`src/rtl/tstat_pkg.sv`:
```
`timescale 1ns/1ps
package tstat_pkg;

  typedef enum logic [0:0] {
    CH_QUAD  = 1'b0,  // four general registers, no underflow
    CH_PHASE = 1'b1   // two general registers, phase counting
  } ch_type_e;

  localparam int NUM_GR  = 4;
  localparam int NFLAG   = NUM_GR + 2;
  localparam int IDX_OVF = NUM_GR;
  localparam int IDX_UNF = NUM_GR + 1;

  typedef logic [NFLAG-1:0]  flag_vec_t;
  typedef logic [NUM_GR-1:0] gr_vec_t;

  // Which flag bits physically exist for a channel type.
  function automatic flag_vec_t impl_mask(ch_type_e t);
    flag_vec_t m;
    m = '1;
    if (t == CH_QUAD) begin
      m[IDX_UNF] = 1'b0;
    end else begin
      m[2] = 1'b0;
      m[3] = 1'b0;
    end
    return m;
  endfunction

endpackage

```
`src/rtl/tstat_wrap_det.sv`:
```
`timescale 1ns/1ps
module tstat_wrap_det #(
  parameter int CNT_W = 16
) (
  input  logic             upd_i,
  input  logic [CNT_W-1:0] cur_i,
  input  logic [CNT_W-1:0] nxt_i,
  input  logic             phase_i,
  output logic             ovf_o,
  output logic             unf_o
);

  localparam logic [CNT_W-1:0] CNT_MAX  = '1;
  localparam logic [CNT_W-1:0] CNT_ZERO = '0;

  function automatic logic up_wrap(logic [CNT_W-1:0] a, logic [CNT_W-1:0] b);
    return (a == CNT_MAX) && (b == CNT_ZERO);
  endfunction

  function automatic logic down_wrap(logic [CNT_W-1:0] a, logic [CNT_W-1:0] b);
    return (a == CNT_ZERO) && (b == CNT_MAX);
  endfunction

  assign ovf_o = upd_i && up_wrap(cur_i, nxt_i);
  assign unf_o = upd_i && phase_i && down_wrap(cur_i, nxt_i);

endmodule

```
`src/rtl/tstat_evt_sel.sv`:
```
`timescale 1ns/1ps
module tstat_evt_sel #(
  parameter int N = 4
) (
  input  logic [N-1:0] cap_mode_i,
  input  logic [N-1:0] cmp_hit_i,
  input  logic [N-1:0] cap_edge_i,
  output logic [N-1:0] evt_o
);

  for (genvar g = 0; g < N; g++) begin : g_sel
    assign evt_o[g] = cap_mode_i[g] ? cap_edge_i[g] : cmp_hit_i[g];
  end

endmodule

```
`src/rtl/tstat_flag_cell.sv`:
```
`timescale 1ns/1ps
module tstat_flag_cell #(
  parameter bit IMPL = 1'b1
) (
  input  logic clk,
  input  logic rst_n,
  input  logic set_i,
  input  logic xclr_i,
  input  logic rd_i,
  input  logic wr_i,
  input  logic wbit_i,
  output logic flag_o,
  output logic arm_o
);

  logic flag_q, arm_q;
  logic sw_clr;
  logic flag_d, arm_d;

  assign sw_clr = wr_i && arm_q && !wbit_i;

  always_comb begin
    flag_d = IMPL && (set_i || (flag_q && !sw_clr && !xclr_i));
    if (wr_i) arm_d = 1'b0;
    else      arm_d = IMPL && (arm_q || (rd_i && flag_q));
  end

  always_ff @(posedge clk) begin
    if (!rst_n) begin
      flag_q <= 1'b0;
      arm_q  <= 1'b0;
    end else begin
      flag_q <= flag_d;
      arm_q  <= arm_d;
    end
  end

  assign flag_o = flag_q;
  assign arm_o  = arm_q;

endmodule

```
`src/rtl/tstat_flags.sv`:
```
`timescale 1ns/1ps
module tstat_flags #(
  parameter tstat_pkg::ch_type_e CH_TYPE = tstat_pkg::CH_QUAD,
  parameter int CNT_W = 16
) (
  input  logic                       clk,
  input  logic                       rst_n,
  input  logic                       cnt_upd_i,
  input  logic [CNT_W-1:0]           cnt_cur_i,
  input  logic [CNT_W-1:0]           cnt_nxt_i,
  input  logic                       phase_mode_i,
  input  logic [tstat_pkg::NUM_GR-1:0] gr_cap_mode_i,
  input  logic [tstat_pkg::NUM_GR-1:0] gr_cmp_hit_i,
  input  logic [tstat_pkg::NUM_GR-1:0] gr_cap_edge_i,
  input  logic [tstat_pkg::NUM_GR-1:0] xfer_ack_i,
  input  logic                       xfer_keep_i,
  input  logic                       rd_en_i,
  input  logic                       wr_en_i,
  input  logic [tstat_pkg::NFLAG-1:0]  wdata_i,
  output logic [tstat_pkg::NFLAG-1:0]  rdata_o,
  input  logic [tstat_pkg::NFLAG-1:0]  irq_en_i,
  output logic [tstat_pkg::NFLAG-1:0]  irq_o
);

  import tstat_pkg::*;

  localparam flag_vec_t MASK = impl_mask(CH_TYPE);

  // Named internal events, visible to the checker.
  logic      ovf_evt, unf_evt;
  gr_vec_t   gr_evt;
  flag_vec_t set_vec;
  flag_vec_t clr_xfer_vec;
  flag_vec_t flag_vec;
  flag_vec_t arm_vec;

  tstat_wrap_det #(.CNT_W(CNT_W)) wrap_i (
    .upd_i   (cnt_upd_i),
    .cur_i   (cnt_cur_i),
    .nxt_i   (cnt_nxt_i),
    .phase_i (phase_mode_i),
    .ovf_o   (ovf_evt),
    .unf_o   (unf_evt)
  );

  tstat_evt_sel #(.N(NUM_GR)) sel_i (
    .cap_mode_i (gr_cap_mode_i),
    .cmp_hit_i  (gr_cmp_hit_i),
    .cap_edge_i (gr_cap_edge_i),
    .evt_o      (gr_evt)
  );

  assign set_vec      = {unf_evt, ovf_evt, gr_evt};
  assign clr_xfer_vec = {2'b00, xfer_ack_i & {NUM_GR{!xfer_keep_i}}};

  for (genvar k = 0; k < NFLAG; k++) begin : g_flag
    tstat_flag_cell #(.IMPL(MASK[k])) cell_i (
      .clk    (clk),
      .rst_n  (rst_n),
      .set_i  (set_vec[k]),
      .xclr_i (clr_xfer_vec[k]),
      .rd_i   (rd_en_i),
      .wr_i   (wr_en_i),
      .wbit_i (wdata_i[k]),
      .flag_o (flag_vec[k]),
      .arm_o  (arm_vec[k])
    );
  end

  assign rdata_o = flag_vec;
  assign irq_o   = flag_vec & irq_en_i;

endmodule

```
`config.mk`:
```
export PLATFORM = sky130hd
export DESIGN_NAME = tstat_flags
export DESIGN_NICKNAME = d
export VERILOG_FILES = /design/src/rtl/tstat_pkg.sv /design/src/rtl/tstat_wrap_det.sv /design/src/rtl/tstat_evt_sel.sv /design/src/rtl/tstat_flag_cell.sv /design/src/rtl/tstat_flags.sv
export SDC_FILE = /design/constraint.sdc
export NUM_CORES = 1
export LEC_CHECK = 0
export ABC_AREA = 1
export BUFFER_PORTS_ARGS = -buffer_cell sky130_fd_sc_hd__buf_2
export CAP_MARGIN = 40
export CORE_MARGIN = 2
export CORE_UTILIZATION = 33
export CTS_BUF_LIST = sky130_fd_sc_hd__clkbuf_16
export DETAILED_ROUTE_END_ITERATION = 6
export PLACE_DENSITY_LB_ADDON = 0.12
export REMOVE_ABC_BUFFERS = 1
export SYNTH_ARGS = -nofsm -noshare
export SYNTH_HDL_FRONTEND = slang
export SYNTH_HIERARCHICAL = 1
export SYNTH_SLANG_ARGS = --single-unit
```
`constraint.sdc`:
```
create_clock -name clk -period 0.8 [get_ports clk]
set_clock_uncertainty 0.2 [all_clocks]
set_input_delay 0.08 -clock clk [delete_from_list [all_inputs] [get_ports clk]]
set_output_delay 0.08 -clock clk [all_outputs]
set_load 0.05 [all_outputs]
```
==> summary.md, run 1 <==
| Metric | Value |
|---|---|
| Via count | roughly 1.0k |
| Vias in the first global route | 931 |
| R2R Path Start | g_flag[1].cell_i/flag_o |
| Post-Route Utilization | about 64% |
| Share of cells above drive strength 1 | about half |
| H-tree depth | 1 |
| Worst vdd ir | about 0.00090 V |
| Count of final hold-check violations | 10 |
| Clock root buffer | clkbuf_16 |
| Hold WC Path Type | input pin to flip-flop |
| Drt drc | 0 |
| Routability cong. | 0.659 |
| Clock Sink Count | 10 |
| Rows | 17 |
| RSZ-0062 raised after global routing | yes |
| Worst setup margin | -333 ps |
| Number of DRC markers in iteration 0 | 7 |
| Crit path launch | g_flag[2].cell_i/flag_o |
| Maximum buffer depth of the clock tree | 2 |
| Diode count | 0 |
| Crit path capture | irq_o[2] |
| Final WL | 2190 um |
| PortBufs | 74 |
| Max Slew Vio Count | 0 |
| CP arrival | between 800 and 900 ps |
| Synthesized cell area | around 730 um^2 |
| P per Cell Area | about 1500 nW/um^2 |
| Critical Path Start Type | flip-flop |
| Mean area per synthesized cell | roughly 5.5 um^2 |
| Total global routing track utilization | a little under a fifth |
| Worst setup EP type | primary output |
| Clock latency on the worst-skew pair | ~240 ps |
| Failing checks | negative hold slack, negative setup slack |
| Fin crit share | 142% |
| Routed Antenna Nets | 0 |
| Core box area | between 2000 and 2500 um^2 |
| Leak | approximately 0.83 nW |
| Design Power | 2.01 mW |
| Area growth syn-to-layout | 89.0% |
| Largest net degree at the start of global routing | 11 |
| Cells after synthesis | between 100 and 150 |
| Setup Viol. Count Final | 20 |
| FMAX | around 0.88 GHz |
| Chip Width | ~51 um |
| # Max-Cap Violations | 0 |
| R2R Path End | g_flag[1].cell_i/flag_o |
| Critical Path RT | approximately 520 ps |
| Grt total ovfl | 0 |
| First-pass GRT wire length | 3570 um |
| CTS clock-pin slew for the worst setup and hold paths | 40 ps |
| Worst-path fanout max | 3 |
| Reg2Reg Setup Slack | -300 ps |
| Nets@finish | approximately 290 |
| Reg2Reg Depth | 6 |
| Ports | just under 80 |
| WL per Instance | approximately 8.9 um |
| Crit Path Class | flip-flop to primary output |
| Via/cell ratio | 4.12 |
| Fin crit period | about 1100 ps |
| Initial core utilization | about 34% |
| First drt pass iteration count | 4 |
| YS warnings | 6 |
| WHS | -61.7 ps |
| Antenna violations before repair | 0 |
| DP HPWL | between 1000 and 1500 um |
| CTS tree | done |
| Status | finished, violations left |
| Number of buffers created by CTS | 3 |
| Area of the die | 2600 um^2 |
| Die Ht | approximately 51 um |
[report_power, final]
part | leakage, nW | switching (mW) | internal [mW]
Clock | 0.0385 | 0.240 | 0.655
Combinational | 0.710 | 0.309 | 0.262
Sequential | 0.0834 | 0.0198 | 0.528
Total | 0.832 | 0.568 | 1.45
[routing by layer]
metal,part of all wire [%],track usage (%),vias to the layer above,routed length (um)
met4,2.0,9.01,0,44
met2,52,35.5,54,1150
met5,0,0,-,0
met1,37,18.3,404,800
met3,9.1,2.92,5,199
li1,-,-,547,-
[worst min-delay path by stage]
stage	startpoint	end	slack, ps	cells after the start
2_1_floorplan	wr_en_i	g_flag[0].cell_i/arm_o	-40	1
3_3_place_gp	rst_n	g_flag[0].cell_i/flag_o	190	3
3_5_place_dp	rst_n	g_flag[0].cell_i/flag_o	190	3
4_1_cts	rst_n	g_flag[4].cell_i/flag_o	-70	3
5_1_grt	rst_n	g_flag[0].cell_i/flag_o	-50	3
6_report	rst_n	g_flag[0].cell_i/flag_o	-60	3
[registers in the layout (all words and copies together), names as in the netlist]
register and cells:
g_flag.cell_i/arm_o 5, g_flag.cell_i/flag_o 5
[metrics by stage]
step                      instance area (um^2)  setup TNS [ps]  setup WS [ps]  cells  hold slack, ps
after floorplan                            721           -7280           -544    132           -40.7
after global placement                    1130           -2090           -208    234             190
after detailed placement                  1130           -2330           -235    234             190
after CTS                                 1350           -4540           -315    245           -66.4
after global routing                      1380           -5300           -357    245           -47.8
final                                     1380           -4730           -333    245           -61.7
[worst max-delay path: stages (launching register included)]
cell and delay (ps):
dfxtp_2 340, nand2_1 50, inv_1 60, buf_6 150
[final cells by class]
| class | count | area, um^2 |
|---|---|---|
| Sequential cell | 10 | 206 |
| Tap cell | 28 | 35.0 |
| Clock inverter | 1 | 3.75 |
| Clock buffer | 3 | 75.1 |
| Timing Repair Buffer | 81 | 504 |
| Multi-Input combinational cell | 83 | 405 |
| Inverter | 39 | 146 |
| Fill cell | 195 | 772 |
[timing repair]
item	4_1_cts	5_1_grt
endpoints found under the setup margin	20	20
endpoints found under the hold margin	10	10
buffers inserted	7	0
pin swaps	12	3
gates resized for setup	32	11
[cells in the final DEF (no fill, tap or decap)]
| cell | n |
|---|---|
| buf_8 | 3 |
| conb_1 | 2 |
| nand2_2 | 3 |
| nand3_1 | 6 |
| buf_4 | 5 |
| buf_6 | 9 |
| nor2_1 | 17 |
| dfxtp_1 | 5 |
| nor2_2 | 5 |
| inv_1 | 35 |
| a21oi_2 | 10 |
| buf_2 | 64 |
| inv_2 | 4 |
| nor2_4 | 1 |
| clkinv_1 | 1 |
| clkbuf_16 | 3 |
| dfxtp_2 | 5 |
| nand2_1 | 33 |
| nand4_1 | 1 |
| nor3_1 | 5 |
No activity file was read; power rests on OpenSTA's default activity.
==> inputs of run 2 (changes only) <==
Settings changed: ABC_AREA 1 to 0, CORE_UTILIZATION 33 to 30.
==> summary.md, run 2 <==
| Metric | Value |
|---|---|
| PortBufs | 74 (unchanged) |
| Setup TNS | -5120 ps (was -4730 ps) |
| Chip Width | 49.7 um (was 51.0 um) |
| Cells after synthesis | 69 (was 133) |
| Fin crit share | 155% (was 142%) |
| Status | finished, violations left (unchanged) |
| Worst setup margin | -438 ps (was -333 ps) |
| WHS | -38.2 ps (was -61.7 ps) |
| # Max-Cap Violations | 0 (unchanged) |
| Commonest non-fill, non-tap cell in the layout | buf_2 (unchanged) |
| Total global routing track utilization | 18.7% (was 18.2%) |
| Switching Share | 26.4% (was 28.2%) |
| Number of buffers created by CTS | 3 (unchanged) |
| Grt total ovfl | 0 (unchanged) |
| Net Sw Power | 0.568 mW (about the same) |
| Vias in the first global route | 882 (was 931) |
| Nets@finish | 223 (was 285) |
| Area of the die | 2470 um^2 (was 2600 um^2) |
| Final WL | 2230 um (was 2190 um) |
| Largest net degree at the start of global routing | 16 (was 11) |
| First drt pass iteration count | 2 (was 4) |
| Critical Path RT | 770 ps (was 520 ps) |
| Maximum buffer depth of the clock tree | 2 (unchanged) |
| Initial core utilization | 32.0% (was 33.9%) |
| Crit-path max cell delay | 540 ps (was 340 ps) |
| WL per Instance | 12.3 um (was 8.94 um) |
| CP arrival | 1210 ps (was 850 ps) |
| Worst vdd ir | 0.00199 V (was 0.000897 V) |
| Synthesized cell area | 627 um^2 (was 728 um^2) |
| Crit-path cells | buf_6, or4_4, nor4_4, and3_1, nand2_1, o21ai_2 (was nand2_1, inv_1, buf_6) |
| Clock latency on the worst-skew pair | 240 ps (about the same) |
| Diode count | 0 (unchanged) |
| Share of cells above drive strength 1 | 73.5% (was 51.6%) |
| CTS clock-pin slew for the worst setup and hold paths | 40 ps (about the same) |
| Fin crit period | 1240 ps (was 1130 ps) |
| Ports | 79 (unchanged) |
| Setup Viol. Count Final | 20 (unchanged) |
| Clock Sink Count | 10 (unchanged) |
| Via/cell ratio | 4.57 (was 4.12) |
| Gate power share | 32.9% (was 28.3%) |
| YS warnings | 6 (unchanged) |
| RSZ-0062 raised after global routing | yes (unchanged) |
| First-pass GRT wire length | 3590 um (was 3570 um) |
| Worst-path fanout max | 1 (was 3) |
| Die Ht | 49.7 um (was 51.0 um) |
| Post-Route Utilization | 71.2% (was 64.1%) |
| Core box area | 1960 um^2 (was 2150 um^2) |
| Routed Antenna Nets | 0 (unchanged) |
| Hold WC Path Type | input pin to flip-flop (unchanged) |
| Area growth syn-to-layout | 123% (was 89.0%) |
| Max Slew Vio Count | 0 (unchanged) |
| Rows | 16 (was 17) |
| Mean area per synthesized cell | 9.08 um^2 (was 5.48 um^2) |
| Leak | 0.697 nW (was 0.832 nW) |
| Antenna violations before repair | 0 (unchanged) |
| FMAX | 0.808 GHz (was 0.883 GHz) |
| Reg2Reg Setup Slack | -270 ps (was -300 ps) |
| Fin area | 1400 um^2 (was 1380 um^2) |
| Clock root buffer | clkbuf_16 (unchanged) |
| Routability cong. | 0.639 (was 0.659) |
| CTS tree | done (unchanged) |
| Top cell family by delay on the critical path | simple AND/OR/NAND/NOR gates (was flip-flops) |
| Slowest CP cell | or4_4 (was dfxtp_2) |
| Clk pwr share | 41.1% (was 44.5%) |
| Failing checks | negative hold slack, negative setup slack (unchanged) |
| Cell Int Power | 1.58 mW (was 1.45 mW) |
| P per Cell Area | 1540 nW/um^2 (was 1460 nW/um^2) |
| Count of final hold-check violations | 8 (was 10) |
| Worst setup EP type | flip-flop (was primary output) |
| Number of DRC markers in iteration 0 | 6 (was 7) |
| Most frequent cells in the layout | 62 x buf_2, 10 x buf_6, 7 x buf_8, 6 x nand2_1, 6 x dfxtp_1 (was 64 x buf_2, 35 x inv_1, 33 x nand2_1, 17 x nor2_1, 10 x a21oi_2) |
| DP HPWL | 1530 um (was 1460 um) |
| Crit Path Class | input pin to flip-flop (was flip-flop to primary output) |
| Placed instance area | 1060 um^2 (was 1130 um^2) |
| H-tree depth | 1 (unchanged) |
| Drt drc | 0 (unchanged) |
| Critical Path Start Type | input pin (was flip-flop) |
| Worst Path Buf+Inv | 1 (was 2) |
| Via count | 832 (was 1,010) |
| Seq pwr share | 26.0% (was 27.2%) |
run 2: through the flow:
| step | power [mW] | setup slack [ps] | hold WS, ps | cells |
|---|---|---|---|---|
| 2_1_floorplan | 0.809 | -623 | -43.9 | 68 |
| 3_3_place_gp | 1.04 | -728 | 181 | 174 |
| 3_5_place_dp | 1.05 | -745 | 190 | 174 |
| 4_1_cts | 2.09 | -442 | -58.7 | 181 |
| 5_1_grt | 2.24 | -474 | -26.4 | 182 |
| 6_report | 2.15 | -438 | -38.2 | 182 |
run 2: worst paths after layout:
kind                                              start                 endpoint  cells past startpoint
worst max-delay path                      cnt_nxt_i[12]  g_flag[4].cell_i/flag_o                      6
worst min-delay path                            wr_en_i   g_flag[0].cell_i/arm_o                      2
worst min register to register   g_flag[4].cell_i/arm_o   g_flag[4].cell_i/arm_o                      2
worst max register to register  g_flag[1].cell_i/flag_o   g_flag[1].cell_i/arm_o                      4
run 2: layer usage:
layer  vias up  share of wire (%)  GRT usage, %  wire length, um
met3         0                6.1          5.45              137
met2        34                 54          35.1             1220
li1        424                  -             -                -
met5         -                  0             0                0
met1       374                 39          20.2              880
met4         0                  0          4.63                0
run 2: power groups by stage:
stage / clock [mW] / combinational, mW / sequential [mW]
detailed placement: 0 / 0.496 / 0.553
finish: 0.883 / 0.707 / 0.560
CTS: 0.901 / 0.630 / 0.556
floorplan: 0 / 0.178 / 0.630
global route: 0.926 / 0.751 / 0.563
global placement: 0 / 0.489 / 0.553
run 2: area by class of cell:
class	instances	area, um^2
clock inverter	1	3.75
sequential	10	208
multi-input combinational	58	494
fill	167	564
clock buffer	3	75.1
timing repair buffer	83	583
tap	27	33.8
run 2: worst register-to-register path: stages (launching register included):
cell     delay [ps]
dfxtp_4         340
buf_12          120
buf_6           110
a21oi_4         130
nor3b_2          50
run 2: timing repair:
action                                 CTS  global route
gates resized for setup                 44            15
setup endpoints to repair               20            20
pin swaps                                8             7
setup buffers                            3             1
endpoints found under the hold margin    8             8
